[src/rtl/xfer_pkg.sv]
package xfer_pkg;

    localparam int NFLAG = 6;

    typedef enum logic [1:0] {
        XOP_SEQ  = 2'd0,
        XOP_CALL = 2'd1,
        XOP_COND = 2'd2,
        XOP_MOD  = 2'd3
    } xop_e;

    // any selected flag set
    function automatic logic cond_hit(input logic [NFLAG-1:0] m, input logic [NFLAG-1:0] f);
        return |(m & f);
    endfunction

endpackage

[src/rtl/xfer_cond.sv]
module xfer_cond import xfer_pkg::*; #(
    parameter int W = 16
) (
    input  logic             long_form,
    input  logic [W-1:0]     iar,
    input  logic [W-1:0]     target,
    input  logic [NFLAG-1:0] mask,
    input  logic [NFLAG-1:0] flags,
    output logic [W-1:0]     nxt
);
    localparam logic [W-1:0] ONE = W'(1);
    localparam logic [W-1:0] TWO = W'(2);

    logic [NFLAG-1:0] hits;

    genvar g;
    generate
        for (g = 0; g < NFLAG; g++) begin : g_hit
            assign hits[g] = cond_hit(mask[g], flags[g]);
        end
    endgenerate

    logic any_hit;
    assign any_hit = |hits;

    // Short form skips on a hit; long form branches on no hit.
    always_comb begin
        if (long_form)
            nxt = any_hit ? (iar + TWO) : target;
        else
            nxt = any_hit ? (iar + TWO) : (iar + ONE);
    end
endmodule

[src/rtl/xfer_modify.sv]
module xfer_modify #(
    parameter int W = 16
) (
    input  logic [W-1:0] orig,
    input  logic [W-1:0] delta,
    output logic [W-1:0] res,
    output logic         skip
);
    assign res  = orig + delta;
    assign skip = (res == '0) || (res[W-1] != orig[W-1]);
endmodule

[src/rtl/ctl_xfer_seq.sv]
module ctl_xfer_seq import xfer_pkg::*; #(
    parameter int W = 16
) (
    input  logic             clk,
    input  logic             rst,
    input  logic             ins_vld,
    input  logic [1:0]       ins_op,
    input  logic             ins_long,
    input  logic [W-1:0]     ins_iar,
    input  logic [W-1:0]     ins_target,
    input  logic [NFLAG-1:0] cond_mask,
    input  logic [NFLAG-1:0] cond_flags,
    input  logic [1:0]       mod_sel,
    input  logic [W-1:0]     mod_delta,
    input  logic [W-1:0]     idx_cur,
    output logic             nxt_vld,
    output logic [W-1:0]     nxt_iar,
    output logic             mem_we,
    output logic [W-1:0]     mem_addr,
    output logic [W-1:0]     mem_data,
    output logic             idx_we,
    output logic [1:0]       idx_sel,
    output logic [W-1:0]     idx_val
);
    localparam logic [W-1:0] ONE = W'(1);
    localparam logic [W-1:0] TWO = W'(2);

    typedef struct packed {
        logic         vld;
        logic [W-1:0] iar;
        logic         we;
        logic [W-1:0] waddr;
        logic [W-1:0] wdata;
        logic         iwe;
        logic [1:0]   isel;
        logic [W-1:0] ival;
    } xres_t;

    xop_e         op;
    logic [W-1:0] seq_addr;
    logic [W-1:0] cond_nxt;
    logic [W-1:0] mod_res;
    logic         mod_skip;
    xres_t        nx;
    xres_t        rq;

    assign op       = xop_e'(ins_op);
    assign seq_addr = ins_iar + (ins_long ? TWO : ONE);

    xfer_cond #(.W(W)) u_cond (
        .long_form (ins_long),
        .iar       (ins_iar),
        .target    (ins_target),
        .mask      (cond_mask),
        .flags     (cond_flags),
        .nxt       (cond_nxt)
    );

    xfer_modify #(.W(W)) u_mod (
        .orig  (idx_cur),
        .delta (mod_delta),
        .res   (mod_res),
        .skip  (mod_skip)
    );

    always_comb begin
        nx     = '0;
        nx.vld = ins_vld;
        nx.iar = seq_addr;
        unique case (op)
            XOP_SEQ: nx.iar = seq_addr;
            XOP_CALL: begin
                nx.we    = 1'b1;
                nx.waddr = ins_target;
                nx.wdata = seq_addr;
                nx.iar   = ins_target + ONE;
            end
            XOP_COND: nx.iar = cond_nxt;
            XOP_MOD: begin
                if (mod_sel == 2'd0) begin
                    nx.iar = seq_addr + mod_delta;
                end else begin
                    nx.iwe  = 1'b1;
                    nx.isel = mod_sel;
                    nx.ival = mod_res;
                    nx.iar  = mod_skip ? (seq_addr + ONE) : seq_addr;
                end
            end
            default: nx.iar = seq_addr;
        endcase
    end

    always_ff @(posedge clk) begin
        if (rst) begin
            rq <= '0;
        end else if (ins_vld) begin
            rq <= nx;
        end else begin
            rq.vld <= 1'b0;
            rq.we  <= 1'b0;
            rq.iwe <= 1'b0;
        end
    end

    assign nxt_vld  = rq.vld;
    assign nxt_iar  = rq.iar;
    assign mem_we   = rq.we;
    assign mem_addr = rq.waddr;
    assign mem_data = rq.wdata;
    assign idx_we   = rq.iwe;
    assign idx_sel  = rq.isel;
    assign idx_val  = rq.ival;
endmodule

[config.mk]
export PLATFORM = sky130hd
export DESIGN_NAME = ctl_xfer_seq
export DESIGN_NICKNAME = d
export VERILOG_FILES = /design/src/rtl/xfer_pkg.sv /design/src/rtl/xfer_cond.sv /design/src/rtl/xfer_modify.sv /design/src/rtl/ctl_xfer_seq.sv
export SDC_FILE = /design/constraint.sdc
export NUM_CORES = 1
export LEC_CHECK = 0
export BUFFER_PORTS_ARGS = -buffer_cell sky130_fd_sc_hd__buf_2
export CAP_MARGIN = 40
export CORE_ASPECT_RATIO = 0.9
export CORE_MARGIN = 5
export CORE_UTILIZATION = 54
export DETAILED_ROUTE_END_ITERATION = 10
export PLACE_DENSITY = 0.84
export SYNTH_ARGS = -nofsm -noshare
export SYNTH_HDL_FRONTEND = slang
export SYNTH_SLANG_ARGS = --single-unit
[constraint.sdc]
create_clock -name clk -period 5.81 [get_ports clk]
set_input_delay 1.162 -clock clk [delete_from_list [all_inputs] [get_ports clk]]
set_output_delay 1.162 -clock clk [all_outputs]
set_load 0.1 [all_outputs]
== Word level (Yosys, flattened, before mapping) ==
Index checks and enable logic that the tools add are counted.
W data, S select, Z words.

* Register bits: 69
* Output and inout port bits: 69
* Logic and storage cells: 45

* $add $sub $neg: 7
* Equality and inequality tests: 4
* Muxes and demuxes: 11
* Bitwise logic cells: 8
* Reduce and logical (&&, ||, !) cells: 7

{| class="wikitable"
|+ Operators by type and width
! operator !! count
|-
| $mux W16 || 5
|-
| $pmux W16 S4 || 1
|-
| $add A16 B1 Y16 const B || 3
|-
| $reduce_or A36 Y1 || 1
|-
| $mux W33 || 1
|-
| $add A16 B16 Y16 || 2
|-
| $mux W19 || 1
|-
| $mux W18 || 1
|-
| $add A16 B2 Y16 || 1
|-
| $add A16 B2 Y16 const B || 1
|-
| $logic_not A16 Y1 || 1
|-
| $and A1 B1 Y1 || 6
|-
| $eq A2 B2 Y1 const B || 2
|-
| $logic_not A2 Y1 || 2
|-
| $reduce_or A3 Y1 || 1
|-
| $eq A2 B1 Y1 const B || 1
|-
| $mux W2 || 1
|-
| $not A1 Y1 || 2
|-
| $reduce_or A2 Y1 || 1
|-
| $logic_or A1 B1 Y1 || 1
|-
| $mux W1 || 1
|-
| $ne A1 B1 Y1 || 1
|}

== Longest topological paths before layout ==
* Word-level depth: 6
* Depth in mapped cells: 18
* Gate-level depth less buffers: 17

== By module ==
Synthesis repeated with hierarchy kept, for this count alone.

* Cell total of the unflattened synthesis: 739
* Area, all modules: 6115.9 um^2

{| class="wikitable"
|+ By module, submodules not included
! module !! instances !! cells each !! area an instance (um^2) !! seq. area each (um^2)
|-
| ctl_xfer_seq || 1 || 489 || 4326.6 || 1381.3
|-
| xfer_modify || 1 || 130 || 1017.2 || 0.0
|-
| xfer_cond || 1 || 120 || 772.0 || 0.0
|}

== Worst setup path after synthesis ==
No wires, ideal clock.

* Path kind: input -> register
* Start: in ins_long
* End: reg rq, in the netlist nxt_iar[14]
* Arrival: 4.324 ns
* Required time: 5.683 ns
* Slack: 1.358 ns
* Cell stages on the path: 16
* Buffers on the path: 1
* Cells stage by stage: clkbuf_1 inv_1 ha_1 fa_1 xor2_1 ha_1 nor2b_1 o21ai_0 a21oi_1 o2111ai_1 a31oi_1 nor3_1 o21bai_1 xor2_1 a221oi_1 o21ai_1

* Word-level cells in the longest chain between the ends: 6
* Elaborated cells on any way between the ends: 8
* Classes of those cells: add/sub (3); mux (5)

{| class="wikitable"
|+ Ends and longest elaborated chain
! item !! line !! source
|-
| start, declared || ctl_xfer_seq.sv:8 || <nowiki>input logic ins_long,</nowiki>
|-
| $mux W2 || ctl_xfer_seq.sv:48 || <nowiki>assign seq_addr = ins_iar + (ins_long ? TWO : ONE);</nowiki>
|-
| $add A16 B2 Y16 || ctl_xfer_seq.sv:48 ||
|-
| $add A16 B1 Y16 || ctl_xfer_seq.sv:86 || <nowiki>nx.iar = mod_skip ? (seq_addr + ONE) : seq_addr;</nowiki>
|-
| $mux W16 || ctl_xfer_seq.sv:86 ||
|-
| $mux W16 || ctl_xfer_seq.sv:80 || <nowiki>if (mod_sel == 2'd0) begin</nowiki>
|-
| $pmux W16 S4 * || ctl_xfer_seq.sv:70 || <nowiki>unique case (op)</nowiki>
|-
| end signal, assigned || ctl_xfer_seq.sv:97 || <nowiki>rq <= nx;</nowiki>
|-
| end, declared || ctl_xfer_seq.sv:45 || <nowiki>xres_t rq;</nowiki>
|}

Every way passes the cells marked *; elsewhere a longest branch is shown, timed or not.
A chain may end at the register's enable or synchronous reset.

== Final worst setup path ==
* Start: in ins_long
* End: reg rq, in the netlist nxt_iar[15]

Same word-level chain as after synthesis.

==> qor.yml <==
cp-start-kind: "input pin"
r2r-start: "nxt_iar[7]"
areaGrowthSynthToFinish_pct: 19.4
hold_ws_ns: 0.448
stdcell_area_um2: 6950
cts.sinks: 69
yosysWarnings: 0
synth_edf_count: 0
place_hpwl_um: 15500
period_needed_ns: 4.85
gp_congestion: 1.02
drtIter0Drc: 843
crit_type: "input pin to register"
seq_area_frac_synth: 0.237
num-fill-cells: 935
synth_cell_type_count: 79
crit_path_start: "ins_long"
core-area_um2: 10700
max_slew_margin: 0.444
syn_avg_cell_area_um2: 7.64
drc: 0
hp-class: "register to register"
initial_utilization: 0.545
cts_tree: "done"
post_cts_buffers: 0
dpl_cell_area_um2: 6620
cts-root-buf: "clkbuf_16"
fin_util: 0.651
grtUsageTotal: 0.299
status: "finished, final reports clean"
dp_slack_ns: 0.725
dieArea_um2: 13000
portBuffers: 152
drive_gt1_frac: 0.219
crit_end: "nxt_iar[15]"
cts_buffers: 9
dr.pass1.iters: 6
antenna_left: 0
p_leak_nw: 3.05
h-tree-depth: 3
grt_pass1_wl_um: 30900
rr_worst_depth: 4
final_nets: 1013
setup_viol: 0
synth-main-ff-cell: "dfxtp_1"
routedWlPerCell_um: 19.8
ys_async_sr_fraction: 0
tns_ns: 0
grt_max_degree: 67
vias: 6537
crit_required_ns: 6.07
path_max_fanout: 22
drt_wl_total_um: 20300
fin_ws_ns: 0.958
p_per_area_nw_per_um2: 251
routed_via_density: 6.37
fin_crit_sh: 0.835
synthCells: 762
syn-num-nets: 887
die_y_um: 109
worstSetupEndpointType: "register"
finClkSkew_ns: 0
die_width_um: 119
hold_viol_final: 0
antenna_found_initial: 0
holdBufCountCts: 0
rrSetupSlack_ns: 4.56
crit_arrival_ns: 5.11
rsz0062_at_grt: "no"
layout_common_cells: "buf_2 (152), nand2_1 (83), dfxtp_1 (69)"
fmax_ghz: 0.206
syn_area_um2: 5820
clockBufferDepth: 2
drv_slew: 0
layout_commonest_cell: "buf_2"
clk_latency_ns: 0.33
reg2reg_to: "nxt_iar[7]"
num_rows: 36
worst_slew_pin_slew_ns: 0.827
drv_cap: 0
post_cts_resized: 0
grt_pass1_vias: 5839
gr-total-overflow: 0
ys_seq_elements: 69
irDropWorstVdd_mv: 0.159
io_pins: 153
clk_pin_slew_ns: 0.06
[registers in the layout, indices dropped and copies added, names as in the netlist]
register	cells
idx_sel	2
mem_data	16
mem_addr	16
idx_val	16
idx_we	1
nxt_vld	1
nxt_iar	16
mem_we	1
[stage by stage]
stage               std cells  total power [mW]
floorplan                 762             0.963
global placement         1010              1.11
detailed placement       1010              1.11
CTS                      1026              1.73
global route             1026              1.81
finish                   1027              1.74
[critical path: stages]
cell      delay [ns]
buf_2           0.32
inv_1           0.15
ha_1            0.25
a21oi_1         0.37
nand2b_1        0.18
xor2_1          0.45
inv_1           0.14
ha_1            0.37
nand2_1         0.06
o21ai_0         0.36
a41oi_1         0.24
a31oi_1         0.29
a31oi_1         0.16
xnor2_1         0.17
o21ai_0         0.09
a21o_1          0.21
a32oi_1         0.13
[cells by family (layout without fill, tap and decap cells)]
logic type,Yosys count,count (layout),share of synthesized area
simple gates,256,256,0.214
compound gates,241,241,0.284
xor+xnor,76,76,0.116
buf+inv,76,207,0.0518
flops,69,69,0.237
fa+ha+maj,41,41,0.0920
mux,3,3,0.00516
other cells,0,1,0
[cell type report]
type,instances,area [um2],area share
Clock inverter,7,106,0.0153
Clock buffer,9,225,0.0324
Antenna cell,1,2.50,0.000360
Tap cell,133,166,0.0239
Sequential cell,69,1380,0.199
Multi-Input combinational cell,617,4150,0.596
Timing Repair Buffer,157,798,0.115
Inverter,34,128,0.0184
[worst min-delay path by stage]
stage / start / to / slack (ns) / depth (start not counted)
after floorplan: nxt_iar[9] / nxt_iar[9] / 0.88 / 2
after global placement: idx_val[1] / idx_val[1] / 0.43 / 2
after detailed placement: mem_data[15] / mem_data[15] / 0.44 / 2
after CTS: mem_data[15] / mem_data[15] / 0.45 / 2
after global routing: mem_addr[10] / mem_addr[10] / 0.47 / 2
final: mem_data[15] / mem_data[15] / 0.45 / 2
[synthesized netlist by cell type, types with 4 or more instances]
library cell	instances	area [um2]
clkbuf_1	29	109
o21ai_0	62	310
a21oi_1	44	220
nor2_1	58	218
a221oi_1	5	43.8
ha_1	38	475
and3_1	8	50.1
nand2b_1	8	50.1
or3_1	6	37.5
a211oi_1	10	75.1
xor2_1	31	272
inv_1	32	120
nand2_1	83	312
o211ai_1	9	67.6
a22o_1	25	219
o21ai_1	11	55.1
dfxtp_1	69	1380
nor2b_1	6	37.5
a22oi_1	5	37.5
a31oi_1	5	31.3
nand4_1	9	56.3
o221ai_1	6	52.6
buf_2	6	30.0
xnor2_1	44	385
buf_1	5	18.8
nor3_2	4	40.0
nand3_1	31	155
a21o_1	7	52.6
o21a_1	4	30.0
nor3_1	21	105
[layer usage]
metal,GRT usage,vias to the layer above,wire (um)
met3,0.0983,52,2690
li1,-,3031,-
met1,0.417,3024,8580
met5,0,-,0
met4,0.0842,0,506
met2,0.442,430,8550
[report_power, final]
part	total [mW]	switching (mW)	internal (mW)
Sequential	0.506	0.0128	0.493
Combinational	0.616	0.435	0.181
Clock	0.621	0.237	0.384
Total	1.74	0.685	1.06
Power figures use the tool's default switching activity.
